## config.mk

```make
export PLATFORM = sky130hd
export DESIGN_NAME = mdio_mgmt_master
export DESIGN_NICKNAME = d
export VERILOG_FILES = /design/src/rtl/mdio_pkg.sv /design/src/rtl/mdc_tick_gen.sv /design/src/rtl/mdio_frame_engine.sv /design/src/rtl/mdio_scan_ctl.sv /design/src/rtl/mdio_mgmt_master.sv
export SDC_FILE = /design/constraint.sdc
export NUM_CORES = 1
export LEC_CHECK = 0
export CORE_MARGIN = 4
export CORE_UTILIZATION = 40
export CTS_CLUSTER_SIZE = 24
export DETAILED_ROUTE_END_ITERATION = 12
export DONT_BUFFER_PORTS = 1
export PLACE_DENSITY_LB_ADDON = 0.05
export SLEW_MARGIN = 20
export SYNTH_ARGS = -nofsm -noshare
export SYNTH_HDL_FRONTEND = slang
export SYNTH_SLANG_ARGS = --single-unit
```

## constraint.sdc

```tcl
create_clock -name clk -period 2.2 [get_ports clk]
set_clock_uncertainty 0.05 [all_clocks]
set_input_delay 0.33 -clock clk [delete_from_list [all_inputs] [get_ports clk]]
set_output_delay 0.33 -clock clk [all_outputs]
set_load 0.02 [all_outputs]
```

## src/rtl/mdio_pkg.sv

```systemverilog
// Package: shared frame layout constants and types for the serial
// management master. Slot numbers count MDC pulses from 0 within a frame.
package mdio_pkg;
    localparam int SLOT_W = 6;
    typedef logic [SLOT_W-1:0] slot_t;

    // frame layout: 32 preamble, 14 header, 18 tail = 64 slots
    localparam slot_t SLOT_HDR  = 6'd32;
    localparam slot_t SLOT_TAIL = 6'd46;
    localparam slot_t SLOT_DATA = 6'd48;
    localparam slot_t SLOT_LAST = 6'd63;

    localparam logic [1:0] CODE_START = 2'b01;
    localparam logic [1:0] CODE_RD    = 2'b10;
    localparam logic [1:0] CODE_WR    = 2'b01;
    localparam logic [1:0] CODE_TA_WR = 2'b10;

    localparam int FRAME_BITS = 32;

    typedef enum logic [1:0] {
        SC_IDLE  = 2'd0,
        SC_ISSUE = 2'd1,
        SC_WAIT  = 2'd2
    } scan_st_t;
endpackage

```

## src/rtl/mdc_tick_gen.sv

```systemverilog
// Module: mdc_tick_gen
// Produces a one-cycle tick every HALF_DIV system clocks while enabled.
// Each tick marks the end of one MDC half-period.
// Assumes: HALF_DIV >= 1. The count restarts from zero whenever en is low.
module mdc_tick_gen #(
    parameter int HALF_DIV = 4
) (
    input  logic clk,
    input  logic rst_n,
    input  logic en,
    output logic tick
);
    localparam int CW = (HALF_DIV > 1) ? $clog2(HALF_DIV) : 1;
    localparam logic [CW-1:0] CNT_TOP = CW'(HALF_DIV - 1);

    logic [CW-1:0] cnt;

    assign tick = en && (cnt == CNT_TOP);

    // count system clocks within one MDC half-period
    always_ff @(posedge clk) begin
        if (!rst_n || !en) begin
            cnt <= '0;
        end else if (tick) begin
            cnt <= '0;
        end else begin
            cnt <= cnt + CW'(1);
        end
    end


    tick_spacing_chk: assert property (@(posedge clk) disable iff (!rst_n)
        (tick && en && $past(en)) |=> !tick || (HALF_DIV == 1));
endmodule

```

## src/rtl/mdio_frame_engine.sv

```systemverilog
// Module: mdio_frame_engine
// Runs one 64-slot management frame (read or write) per accepted start.
// MDC toggles on each tick. Outgoing bits change on the falling tick.
// Incoming bits are sampled on the rising tick.
// Assumes: start is honoured only while idle; tick comes from a divider
// enabled by busy.
module mdio_frame_engine
    import mdio_pkg::*;
(
    input  logic        clk,
    input  logic        rst_n,
    input  logic        start,
    input  logic        wr_sel,
    input  logic [4:0]  addr,
    input  logic [4:0]  regi,
    input  logic [15:0] wdata,
    input  logic        tick,
    input  logic        mdio_i,
    output logic        busy,
    output logic        done,
    output logic        mdc,
    output logic        mdio_o,
    output logic        mdio_oe,
    output logic [15:0] rd_data,
    output logic        rd_err
);
    logic                  is_rd;
    slot_t                 slot;
    logic [FRAME_BITS-1:0] sreg;
    logic                  err_q;
    logic [15:0]           rx_sh;
    logic                  rise_now;
    logic                  fall_now;
    logic                  last_fall;

    assign rise_now  = busy && tick && !mdc;
    assign fall_now  = busy && tick && mdc;
    assign last_fall = fall_now && (slot == SLOT_LAST);

    // line drive: preamble ones, then shift register MSB; release read tail
    assign mdio_oe = !(busy && is_rd && (slot >= SLOT_TAIL));
    assign mdio_o  = (busy && (slot >= SLOT_HDR)) ? sreg[FRAME_BITS-1] : 1'b1;

    // frame sequencer: accept, MDC toggling, slot advance, output shifting
    always_ff @(posedge clk) begin
        if (!rst_n) begin
            busy  <= 1'b0;
            done  <= 1'b0;
            mdc   <= 1'b0;
            is_rd <= 1'b0;
            slot  <= '0;
            sreg  <= '0;
        end else begin
            done <= 1'b0;
            if (!busy) begin
                if (start) begin
                    busy  <= 1'b1;
                    mdc   <= 1'b0;
                    slot  <= '0;
                    is_rd <= !wr_sel;
                    sreg  <= wr_sel ? {CODE_START, CODE_WR, addr, regi, CODE_TA_WR, wdata}
                                    : {CODE_START, CODE_RD, addr, regi, 18'd0};
                end
            end else if (rise_now) begin
                mdc <= 1'b1;
            end else if (fall_now) begin
                mdc <= 1'b0;
                if (last_fall) begin
                    busy <= 1'b0;
                    done <= 1'b1;
                end else begin
                    slot <= slot + slot_t'(1);
                    if (slot >= SLOT_HDR) begin
                        sreg <= {sreg[FRAME_BITS-2:0], 1'b0};
                    end
                end
            end
        end
    end

    // receive path: error bit and 16 data bits sampled at MDC rise
    always_ff @(posedge clk) begin
        if (!rst_n) begin
            err_q <= 1'b0;
            rx_sh <= '0;
        end else if (start && !busy) begin
            err_q <= 1'b0;
        end else if (rise_now && is_rd) begin
            if (slot == SLOT_TAIL) begin
                err_q <= mdio_i;
            end else if (slot >= SLOT_DATA) begin
                rx_sh <= {rx_sh[14:0], mdio_i};
            end
        end
    end

    // result registers: updated at the end of a read frame only
    always_ff @(posedge clk) begin
        if (!rst_n) begin
            rd_data <= '0;
            rd_err  <= 1'b0;
        end else if (last_fall && is_rd) begin
            rd_data <= err_q ? 16'd0 : rx_sh;
            rd_err  <= err_q;
        end
    end


    out_hold_hi_chk: assert property (@(posedge clk) disable iff (!rst_n)
        (mdc && $past(mdc)) |-> ($stable(mdio_o) && $stable(mdio_oe)));


    release_low_chk: assert property (@(posedge clk) disable iff (!rst_n)
        $fell(mdio_oe) |-> !mdc);


    idle_line_chk: assert property (@(posedge clk) disable iff (!rst_n)
        !busy |-> (mdio_oe && mdio_o && !mdc));


    done_single_chk: assert property (@(posedge clk) disable iff (!rst_n)
        done |=> !done);


    err_zero_chk: assert property (@(posedge clk) disable iff (!rst_n)
        rd_err |-> (rd_data == 16'd0));
endmodule

```

## src/rtl/mdio_scan_ctl.sv

```systemverilog
// Module: mdio_scan_ctl
// Walks PHY addresses 0..LAST_ADDR, issuing one status read per address
// through the frame engine. Stops at the first nonzero result; otherwise
// reports FALLBACK_ADDR.
// Assumes: the engine is idle whenever this block asserts start, and a failed
// read returns zero.
module mdio_scan_ctl
    import mdio_pkg::*;
#(
    parameter int LAST_ADDR     = 30,
    parameter int FALLBACK_ADDR = 1
) (
    input  logic        clk,
    input  logic        rst_n,
    input  logic        go,
    input  logic        eng_done,
    input  logic [15:0] eng_rd_data,
    output logic        active,
    output logic        start,
    output logic [4:0]  cur_addr,
    output logic        scan_done,
    output logic [4:0]  found_addr,
    output logic        found
);
    localparam logic [4:0] ADDR_LAST = 5'(LAST_ADDR);
    localparam logic [4:0] ADDR_FB   = 5'(FALLBACK_ADDR);

    scan_st_t st;

    assign active = (st != SC_IDLE);
    assign start  = (st == SC_ISSUE);

    // scan sequencer: issue a read, judge its result, advance or finish
    always_ff @(posedge clk) begin
        if (!rst_n) begin
            st         <= SC_IDLE;
            cur_addr   <= '0;
            scan_done  <= 1'b0;
            found_addr <= ADDR_FB;
            found      <= 1'b0;
        end else begin
            scan_done <= 1'b0;
            case (st)
                SC_IDLE: begin
                    if (go) begin
                        cur_addr <= '0;
                        st       <= SC_ISSUE;
                    end
                end
                SC_ISSUE: st <= SC_WAIT;
                SC_WAIT: begin
                    if (eng_done) begin
                        if (eng_rd_data != 16'd0) begin
                            found_addr <= cur_addr;
                            found      <= 1'b1;
                            scan_done  <= 1'b1;
                            st         <= SC_IDLE;
                        end else if (cur_addr == ADDR_LAST) begin
                            found_addr <= ADDR_FB;
                            found      <= 1'b0;
                            scan_done  <= 1'b1;
                            st         <= SC_IDLE;
                        end else begin
                            cur_addr <= cur_addr + 5'd1;
                            st       <= SC_ISSUE;
                        end
                    end
                end
                default: st <= SC_IDLE;
            endcase
        end
    end


    scan_range_chk: assert property (@(posedge clk) disable iff (!rst_n)
        active |-> (cur_addr <= ADDR_LAST));


    one_issue_chk: assert property (@(posedge clk) disable iff (!rst_n)
        start |=> !start);
endmodule

```

## src/rtl/mdio_mgmt_master.sv

```systemverilog
// Module: mdio_mgmt_master (top)
// Serial management master: accepts single read/write requests or an
// address scan. It shares one frame engine and one MDC divider between
// both uses.
// Assumes: requests are single-cycle strobes; anything arriving while busy
// is dropped.
module mdio_mgmt_master #(
    parameter int HALF_DIV      = 4,
    parameter int SCAN_LAST     = 30,
    parameter int SCAN_FALLBACK = 1,
    parameter int SCAN_REG      = 1
) (
    input  logic        clk,
    input  logic        rst_n,
    input  logic        req,
    input  logic        req_write,
    input  logic        req_scan,
    input  logic [4:0]  phy_addr,
    input  logic [4:0]  reg_idx,
    input  logic [15:0] wr_data,
    output logic        busy,
    output logic        done,
    output logic [15:0] rd_data,
    output logic        rd_err,
    output logic [4:0]  scan_addr,
    output logic        scan_found,
    output logic        mdc,
    output logic        mdio_o,
    output logic        mdio_oe,
    input  logic        mdio_i
);
    localparam logic [4:0] STATUS_REG = 5'(SCAN_REG);

    logic        eng_busy, eng_done, eng_start, tick;
    logic        sc_active, sc_start, sc_done;
    logic [4:0]  sc_addr;
    logic        accept;
    logic        eng_wr;
    logic [4:0]  eng_addr, eng_reg;

    assign busy   = eng_busy || sc_active;
    assign accept = req && !busy;

    // route either the external request or the scan's read to the engine
    always_comb begin
        if (sc_active) begin
            eng_start = sc_start;
            eng_wr    = 1'b0;
            eng_addr  = sc_addr;
            eng_reg   = STATUS_REG;
        end else begin
            eng_start = accept && !req_scan;
            eng_wr    = req_write;
            eng_addr  = phy_addr;
            eng_reg   = reg_idx;
        end
    end

    assign done = (eng_done && !sc_active) || sc_done;

    mdc_tick_gen #(.HALF_DIV(HALF_DIV)) u_tick (
        .clk  (clk),
        .rst_n(rst_n),
        .en   (eng_busy),
        .tick (tick)
    );

    mdio_frame_engine u_eng (
        .clk    (clk),
        .rst_n  (rst_n),
        .start  (eng_start),
        .wr_sel (eng_wr),
        .addr   (eng_addr),
        .regi   (eng_reg),
        .wdata  (wr_data),
        .tick   (tick),
        .mdio_i (mdio_i),
        .busy   (eng_busy),
        .done   (eng_done),
        .mdc    (mdc),
        .mdio_o (mdio_o),
        .mdio_oe(mdio_oe),
        .rd_data(rd_data),
        .rd_err (rd_err)
    );

    mdio_scan_ctl #(
        .LAST_ADDR    (SCAN_LAST),
        .FALLBACK_ADDR(SCAN_FALLBACK)
    ) u_scan (
        .clk        (clk),
        .rst_n      (rst_n),
        .go         (accept && req_scan),
        .eng_done   (eng_done),
        .eng_rd_data(rd_data),
        .active     (sc_active),
        .start      (sc_start),
        .cur_addr   (sc_addr),
        .scan_done  (sc_done),
        .found_addr (scan_addr),
        .found      (scan_found)
    );


    done_idle_chk: assert property (@(posedge clk) disable iff (!rst_n)
        done |-> !busy);


    no_restart_chk: assert property (@(posedge clk) disable iff (!rst_n)
        (eng_busy && $past(eng_busy) && req) |=> $stable(eng_addr) || !sc_active);
endmodule

```

==> impl_table.tex, run 1 <==
\begin{tabular}{lr}
\hline
Metric & Value \\
\hline
\multicolumn{2}{l}{\textbf{Logic synthesis}} \\
\quad Share of the yosys chip area belonging to registers & 44.7\% \\
\quad Top FF cell, synth & sky130\_fd\_sc\_hd\_\_dfxtp\_1 \\
\quad Number of synthesized flops with an enable pin & 0 \\
\quad Synthesized area per cell & 9.08 sq um \\
\quad Instance count of the mapped netlist & 454 \\
\quad Warning count from the yosys run & 0 \\
\quad Post-synthesis net count & 490 \\
\quad Post-synthesis instance area & 0.00412 sq mm \\
\quad Number of different library cells in the post-synthesis netlist & 57 \\
\quad Share of synthesized registers carrying an async set or reset & 0\% \\
\quad Number of synthesized register bits & 92 \\
\multicolumn{2}{l}{\textbf{Layout}} \\
\quad Fraction of final layout cells sized beyond drive strength 1 & 10.6\% \\
\quad Area growth from synthesis to layout & 7.41\% \\
\quad Antenna Cells & 0 \\
\quad Fillers & 1,014 \\
\quad Total number of nets in the final design & 474 \\
\quad Post-route cell area & 0.00443 sq mm \\
\quad Final core utilization & 44.7\% \\
\multicolumn{2}{l}{\textbf{STA}} \\
\quad Worst hold margin & 0.0405 ns \\
\quad Unrepaired setup endpoints after global routing & no \\
\quad Final slew viol count & 0 \\
\quad Count of endpoints failing setup in the final report & 0 \\
\quad Post-route fraction of the period consumed by the critical path & 91.2\% \\
\quad Setup total negative slack & 0 ns \\
\quad Time the final worst path needs with I/O delays and setup & 2.01 ns \\
\quad F\_max & 498 MHz \\
\quad Worst relative slew slack & 62.6\% \\
\quad Count of final hold-check violations & 0 \\
\quad Worst Tran Pin Value & 0.561 ns \\
\quad Post-route setup slack & 0.193 ns \\
\multicolumn{2}{l}{\textbf{Run status}} \\
\quad Outcome & completed \\
\multicolumn{2}{l}{\textbf{Global routing}} \\
\quad Overflow left after global routing & 0 \\
\quad Vias in the first global route & 3,209 \\
\quad First-pass GRT wire length & 16,100 um \\
\quad Largest net degree at the start of global routing & 49 \\
\quad Antenna violations before repair & 0 \\
\quad GRT Total Usage & 17.2\% \\
\multicolumn{2}{l}{\textbf{Worst setup path}} \\
\quad Arrival time of data at the critical path endpoint & 1.63 ns \\
\quad Setup crit end kind & primary output \\
\quad Startpoint type of the worst setup path & register \\
\quad Critical path cell sequence & nor2\_2 -> buf\_4 -> a21o\_1 \\
\quad Critical path's slowest cell & sky130\_fd\_sc\_hd\_\_dfxtp\_1 \\
\quad Largest fanout of any net on the critical path & 11 \\
\quad Worst Setup Path Type & register to primary output \\
\quad Crit-path max cell delay & 0.63 ns \\
\quad Required time worst endpoint & 1.82 ns \\
\multicolumn{2}{l}{\textbf{Route}} \\
\quad Remaining antenna violation count after routing & 0 \\
\quad Drt initial violations & 219 \\
\quad Drt first pass iters & 5 \\
\quad Routed via count & 3,351 \\
\quad Drt drc & 0 \\
\quad Via-per-instance ratio & 5.83 \\
\quad Total detailed-routing wirelength & 9950 um \\
\quad Wire per inst & 17.3 um \\
\multicolumn{2}{l}{\textbf{CTS}} \\
\quad Clock input transition at the sequential cells of the worst setup and hold paths & 0.08 ns \\
\quad Root buffer cell & sky130\_fd\_sc\_hd\_\_clkbuf\_8 \\
\quad Clk Latency, worst-skew pair & 0.37 ns \\
\quad Clock sink count & 92 \\
\quad H-tree depth & 3 \\
\quad Number of buffers created by CTS & 9 \\
\quad Maximum clock insertion buffer count & 2 \\
\quad Clock tree from TritonCTS & yes \\
\multicolumn{2}{l}{\textbf{Placement}} \\
\quad DP Worst Slack & 0.198 ns \\
\quad DP HPWL & 6500 um \\
\quad Final weighted congestion in routability-driven placement & 0.798 \\
\quad Placement-stage cell area & 0.00422 sq mm \\
\quad Number of buffers added on ports & 0 \\
\multicolumn{2}{l}{\textbf{Die}} \\
\quad Area enclosed by the die boundary & 0.0120 sq mm \\
\quad Cell Rows & 36 \\
\quad Width of the die & 109 um \\
\quad Core footprint & 0.00991 sq mm \\
\quad Initial core utilization & 41.6\% \\
\quad I/O pin count & 60 \\
\quad Height of the die & 109 um \\
\multicolumn{2}{l}{\textbf{Power and ir drop}} \\
\quad Power per cell area & 718 mW/mm\^{}2 \\
\quad Largest voltage drop on the vdd net & 0.557 mV \\
\quad P\_leak & 1.52 nW \\
\multicolumn{2}{l}{\textbf{Worst hold path}} \\
\quad Type of the worst min-delay path & input pin to register \\
\multicolumn{2}{l}{\textbf{Flow run}} \\
\quad Number of max-cap violations & 0 \\
\hline
\end{tabular}
==> metal layers <==
| layer | vias to the layer above | global-route usage [%] | wire [um] |
|---|---|---|---|
| met4 | 0 | 4.27 | 93 |
| li1 | 1655 | - | - |
| met2 | 68 | 26.3 | 4450 |
| met5 | - | 0 | 0 |
| met3 | 7 | 6.05 | 521 |
| met1 | 1621 | 23.2 | 4890 |
==> per-stage QoR <==
stage / cells / total power, mW
floorplan: 454 / 2.02
detailed placement: 559 / 2.09
finish: 575 / 3.18
CTS: 575 / 3.23
global route: 575 / 3.32
global placement: 559 / 2.09
==> worst paths after layout <==
kind                                 startpoint                           endpoint  slack (ns)  cells after the start
setup / recovery      u_scan.st[1]$_SDFFE_PN0P_                               done        0.19                      3
hold / removal                            rst_n  u_scan.found_addr[0]$_SDFFE_PN1P_        0.04                      1
setup reg to reg  u_eng.rd_data[8]$_SDFFE_PN0P_    u_scan.cur_addr[0]$_SDFFE_PN0P_        0.25                      4
hold reg to reg        u_tick.cnt[0]$_SDFF_PP0_           u_tick.cnt[0]$_SDFF_PP0_        0.39                      1
==> logic make-up (layout without fill, tap and decap cells) <==
logic type                 count (synthesis)  after routing  share of synthesized area (%)
and+or+nand+nor                          164            164                           21.3
AOI/OAI and AO/OA                        123            123                           22.0
DFF                                       92             92                           44.7
buffers and inverters                     51             39                           5.92
muxes                                     20             20                           4.89
adders and majority gates                  4              4                           1.21
==> critical path, delay by kind of cell (launching register included) <==
kind                   cells  cell delay [ns]
and+or+nand+nor            1             0.16
AOI/OAI and AO/OA          1             0.26
DFF                        1             0.63
buffers and inverters      1             0.21
==> cell type report <==
class	count	area (sq um)	area share, %
clock inverter	5	52.6	1.19
sequential	92	1840	41.6
inverter	9	33.8	0.763
tap	133	166	3.76
timing repair buffer	15	140	3.17
multi-input combinational	311	2050	46.4
clock buffer	10	138	3.11
==> synth_stat cells, types with 3 or more instances <==
cell type                   n  area (sq um)
sky130_fd_sc_hd__dfxtp_1   92          1840
sky130_fd_sc_hd__nand2_1   39           146
sky130_fd_sc_hd__a21oi_1   31           155
sky130_fd_sc_hd__nor2_1    29           109
sky130_fd_sc_hd__nor3_1    23           115
sky130_fd_sc_hd__a211oi_1  20           150
sky130_fd_sc_hd__mux2i_1   19           190
sky130_fd_sc_hd__nand3_1   19          95.1
sky130_fd_sc_hd__nand3b_1  19           143
sky130_fd_sc_hd__buf_2     18          90.1
sky130_fd_sc_hd__clkbuf_1  16          60.1
sky130_fd_sc_hd__a22oi_1   15           113
sky130_fd_sc_hd__o221ai_1  10          87.6
sky130_fd_sc_hd__inv_1      8          30.0
sky130_fd_sc_hd__buf_4      6          45.0
sky130_fd_sc_hd__nand4_1    6          37.5
sky130_fd_sc_hd__a211o_1    5          43.8
sky130_fd_sc_hd__a31oi_1    5          31.3
sky130_fd_sc_hd__o21ai_0    5          25.0
sky130_fd_sc_hd__a32o_1     4          40.0
sky130_fd_sc_hd__and2_1     4          25.0
sky130_fd_sc_hd__and3_1     4          25.0
sky130_fd_sc_hd__ha_1       4          50.1
sky130_fd_sc_hd__nand2b_1   4          25.0
sky130_fd_sc_hd__nor4_2     4          50.1
sky130_fd_sc_hd__o211a_1    4          40.0
sky130_fd_sc_hd__o21a_1     4          30.0
sky130_fd_sc_hd__a21o_1     3          22.5
sky130_fd_sc_hd__and4_1     3          26.3
==> placed cells by master (no fill, tap or decap), drive strengths merged, types with 3 or more instances in the layout <==
| cell type | n |
|---|---|
| a21o | 3 |
| a211o | 5 |
| and2 | 4 |
| and3 | 4 |
| nand2b | 4 |
| nand3 | 19 |
| nor4 | 5 |
| nor2 | 29 |
| o21ai | 5 |
| inv | 9 |
| a22oi | 15 |
| a32o | 4 |
| clkinv | 3 |
| a211oi | 21 |
| nand4 | 7 |
| buf | 14 |
| ha | 4 |
| dfxtp | 92 |
| clkbuf | 10 |
| nor3 | 24 |
| nand3b | 19 |
| mux2i | 19 |
| o211a | 4 |
| a21oi | 31 |
| and4 | 3 |
| o21a | 4 |
| nand2 | 39 |
| a31oi | 5 |
| o221ai | 10 |
==> timing repair <==
action / CTS / global route
gates resized for setup: 0 / 1
setup endpoints to repair: 0 / 1
hold buffers: 1 / 0
setup buffers: 0 / 0
hold endpoints to repair: 1 / 0
==> where the power goes <==
group | total (mW) | internal (mW) | switching [mW]
Clock | 1.13 | 0.544 | 0.583
Sequential | 1.76 | 1.72 | 0.0440
Combinational | 0.286 | 0.114 | 0.172
Total | 3.18 | 2.38 | 0.799
==> flip-flops by register name, indices dropped and copies added (netlist names) <==
register	count
u_scan.found	1
u_eng.rx_sh	16
u_eng.done	1
u_tick.cnt	2
u_scan.scan_done	1
u_eng.sreg	32
u_scan.found_addr	5
u_scan.st	2
u_eng.mdc	1
u_eng.is_rd	1
u_eng.rd_err	1
u_eng.err_q	1
u_eng.busy	1
u_scan.cur_addr	5
u_eng.slot	6
u_eng.rd_data	16
Power figures use the tool's default switching activity.
==> run 2, diff against run 1 <==
--- a/config.mk
+++ b/config.mk
@@ -5,7 +5,7 @@
 export SDC_FILE = /design/constraint.sdc
 export NUM_CORES = 1
 export LEC_CHECK = 0
-export CORE_MARGIN = 4
+export CAP_MARGIN = 20
 export CORE_UTILIZATION = 40
 export CTS_CLUSTER_SIZE = 24
 export DETAILED_ROUTE_END_ITERATION = 12
==> run 2 against run 1 <==
Against the previous run: setup slack improved by 0.017 ns; critical path depth rose by 1; non-clock buffer count rose by 5; sequential share of layout area fell by 0.71 points; count of clock-buffer cells in the layout did not move; total power rose by 5.6%; sequential cell count did not move; critical path type is now register to register; critical endpoint is now u_scan.cur_addr[0]$_SDFFE_PN0P_; largest cell class unchanged.
==> impl_table.tex, run 2 (same netlist as run 1, synthesis figures left out) <==
\begin{tabular}{lr}
\hline
Metric & Value \\
\hline
\multicolumn{2}{l}{\textbf{Run status}} \\
\quad Outcome & completed \\
\multicolumn{2}{l}{\textbf{Global routing}} \\
\quad First-pass GRT wire length & 15,800 um \\
\quad Antenna violations before repair & 0 \\
\quad GRT Total Usage & 19.0\% \\
\quad Largest net degree at the start of global routing & 41 \\
\quad Overflow left after global routing & 0 \\
\quad Vias in the first global route & 3,077 \\
\multicolumn{2}{l}{\textbf{Placement}} \\
\quad Placement-stage cell area & 0.00427 sq mm \\
\quad DP Worst Slack & 0.208 ns \\
\quad Final weighted congestion in routability-driven placement & 0.753 \\
\quad Number of buffers added on ports & 0 \\
\quad DP HPWL & 6430 um \\
\multicolumn{2}{l}{\textbf{Worst setup path}} \\
\quad Arrival time of data at the critical path endpoint & 2.19 ns \\
\quad Required time worst endpoint & 2.40 ns \\
\quad Setup crit end kind & register \\
\quad Startpoint type of the worst setup path & register \\
\quad Largest fanout of any net on the critical path & 9 \\
\quad Worst Setup Path Type & register to register \\
\multicolumn{2}{l}{\textbf{Die}} \\
\quad Initial core utilization & 41.8\% \\
\quad Area enclosed by the die boundary & 0.0107 sq mm \\
\quad Width of the die & 103 um \\
\quad Cell Rows & 36 \\
\quad Core footprint & 0.00986 sq mm \\
\quad I/O pin count & 60 \\
\quad Height of the die & 103 um \\
\multicolumn{2}{l}{\textbf{CTS}} \\
\quad Clock sink count & 92 \\
\quad Post-CTS setup buffer count & 0 \\
\quad Clk Latency, worst-skew pair & 0.35 ns \\
\quad Clock input transition at the sequential cells of the worst setup and hold paths & 0.09 ns \\
\quad Clock tree from TritonCTS & yes \\
\quad Number of buffers created by CTS & 9 \\
\quad Root buffer cell & sky130\_fd\_sc\_hd\_\_clkbuf\_8 \\
\quad H-tree depth & 3 \\
\quad Hold\_buf cts & 0 \\
\quad Maximum clock insertion buffer count & 2 \\
\quad Cts repair resizes & 0 \\
\multicolumn{2}{l}{\textbf{STA}} \\
\quad Count of final hold-check violations & 0 \\
\quad Setup total negative slack & 0 ns \\
\quad Worst Tran Pin Value & 0.504 ns \\
\quad Unrepaired setup endpoints after global routing & no \\
\quad Post-route fraction of the period consumed by the critical path & 90.5\% \\
\quad Count of endpoints failing setup in the final report & 0 \\
\quad F\_max & 502 MHz \\
\quad Final slew viol count & 0 \\
\quad Worst relative slew slack & 66.4\% \\
\quad Post-route setup slack & 0.210 ns \\
\quad Time the final worst path needs with I/O delays and setup & 1.99 ns \\
\multicolumn{2}{l}{\textbf{Layout}} \\
\quad Most frequent cells in the layout & 92 x sky130\_fd\_sc\_hd\_\_dfxtp\_1, 39 x sky130\_fd\_sc\_hd\_\_nand2\_1, 31 x sky130\_fd\_sc\_hd\_\_a21oi\_1 \\
\quad Fraction of final layout cells sized beyond drive strength 1 & 11.6\% \\
\quad Largest register FFs & 32 \\
\quad Area growth from synthesis to layout & 9.20\% \\
\quad Antenna Cells & 0 \\
\quad Post-route cell area & 0.00450 sq mm \\
\quad Register with the highest flop count & u\_eng.sreg \\
\quad Fillers & 948 \\
\quad Largest registers & u\_eng.sreg (32), u\_eng.rd\_data (16), u\_eng.rx\_sh (16) \\
\quad Total number of nets in the final design & 479 \\
\quad Most common cell after layout, fill and taps aside & sky130\_fd\_sc\_hd\_\_dfxtp\_1 \\
\multicolumn{2}{l}{\textbf{Power and ir drop}} \\
\quad Power per cell area & 746 mW/mm\^{}2 \\
\quad Largest voltage drop on the vdd net & 0.373 mV \\
\quad P\_leak & 1.55 nW \\
\multicolumn{2}{l}{\textbf{Route}} \\
\quad Via-per-instance ratio & 5.61 \\
\quad Total detailed-routing wirelength & 9680 um \\
\quad Drt first pass iters & 4 \\
\quad Remaining antenna violation count after routing & 0 \\
\quad Routed via count & 3,260 \\
\quad Drt drc & 0 \\
\quad Drt initial violations & 127 \\
\quad Wire per inst & 16.7 um \\
\multicolumn{2}{l}{\textbf{Worst hold path}} \\
\quad Type of the worst min-delay path & input pin to register \\
\multicolumn{2}{l}{\textbf{Flow run}} \\
\quad Number of max-cap violations & 0 \\
\hline
\end{tabular}
run 2: cell types whose count changed in the layout (fill, tap and decap cells not counted):
cell and delta:
sky130_fd_sc_hd__nor2_2 -1, sky130_fd_sc_hd__clkinv_2 -3, sky130_fd_sc_hd__dlygate4sd3_1 -1, sky130_fd_sc_hd__buf_4 +6
sky130_fd_sc_hd__nor2_1 +1, sky130_fd_sc_hd__inv_6 +1, sky130_fd_sc_hd__inv_8 +1, sky130_fd_sc_hd__clkinvlp_4 +1
sky130_fd_sc_hd__dfxtp_1 +1, sky130_fd_sc_hd__bufinv_16 +1, sky130_fd_sc_hd__dfxtp_2 -1
run 2: power breakdown:
group / switching (mW) / total, mW / internal, mW / leakage, nW
sequential: 0.0362 / 1.76 / 1.72 / 0.746
clock: 0.620 / 1.30 / 0.683 / 0.111
combinational: 0.178 / 0.295 / 0.116 / 0.693
total: 0.835 / 3.36 / 2.52 / 1.55
run 2: through the flow:
stage	util (%)	hold slack, ns	cells	total power [mW]
CTS	45.6	0.0218	581	3.39
floorplan	-	0.355	454	2.02
detailed placement	43.3	0.373	565	2.09
global route	45.6	0.0231	581	3.51
finish	45.6	0.0349	581	3.36
global placement	43.3	0.368	565	2.09
run 2: final timing paths:
kind | from | endpoint | slack [ns] | cells past startpoint
hold reg to reg | u_tick.cnt[0]$_SDFF_PP0_ | u_tick.cnt[0]$_SDFF_PP0_ | 0.39 | 1
hold / removal | req_write | u_eng.is_rd$_SDFFE_PN0P_ | 0.03 | 1
setup reg to reg | u_eng.rd_data[0]$_SDFFE_PN0P_ | u_scan.cur_addr[0]$_SDFFE_PN0P_ | 0.21 | 4
setup / recovery | u_eng.rd_data[0]$_SDFFE_PN0P_ | u_scan.cur_addr[0]$_SDFFE_PN0P_ | 0.21 | 4
run 2: metal layers:
layer / track usage, % / share of wire [%] / up-vias
met5: 0 / 0 / -
met4: 5.20 / 0.74 / 0
met3: 4.23 / 4.3 / 6
met2: 30.3 / 46 / 50
met1: 25.9 / 49 / 1550
li1: - / - / 1654
run 2: worst max-delay path, stage by stage (launching register included):
cell and delay (ns):
sky130_fd_sc_hd__dfxtp_1 0.40, sky130_fd_sc_hd__nor4_2 0.40, sky130_fd_sc_hd__nand4_2 0.30, sky130_fd_sc_hd__o31ai_2 0.50, sky130_fd_sc_hd__a2bb2o_4 0.25
run 2: layout make-up:
type,count,area (sq um),share of cell area [%]
Clock buffer,10,138,3.06
Timing Repair Buffer,20,175,3.89
Tap cell,133,166,3.70
Inverter,9,33.8,0.751
Clock inverter,6,95.1,2.11
Multi-Input combinational cell,311,2050,45.6
Sequential cell,92,1840,40.9
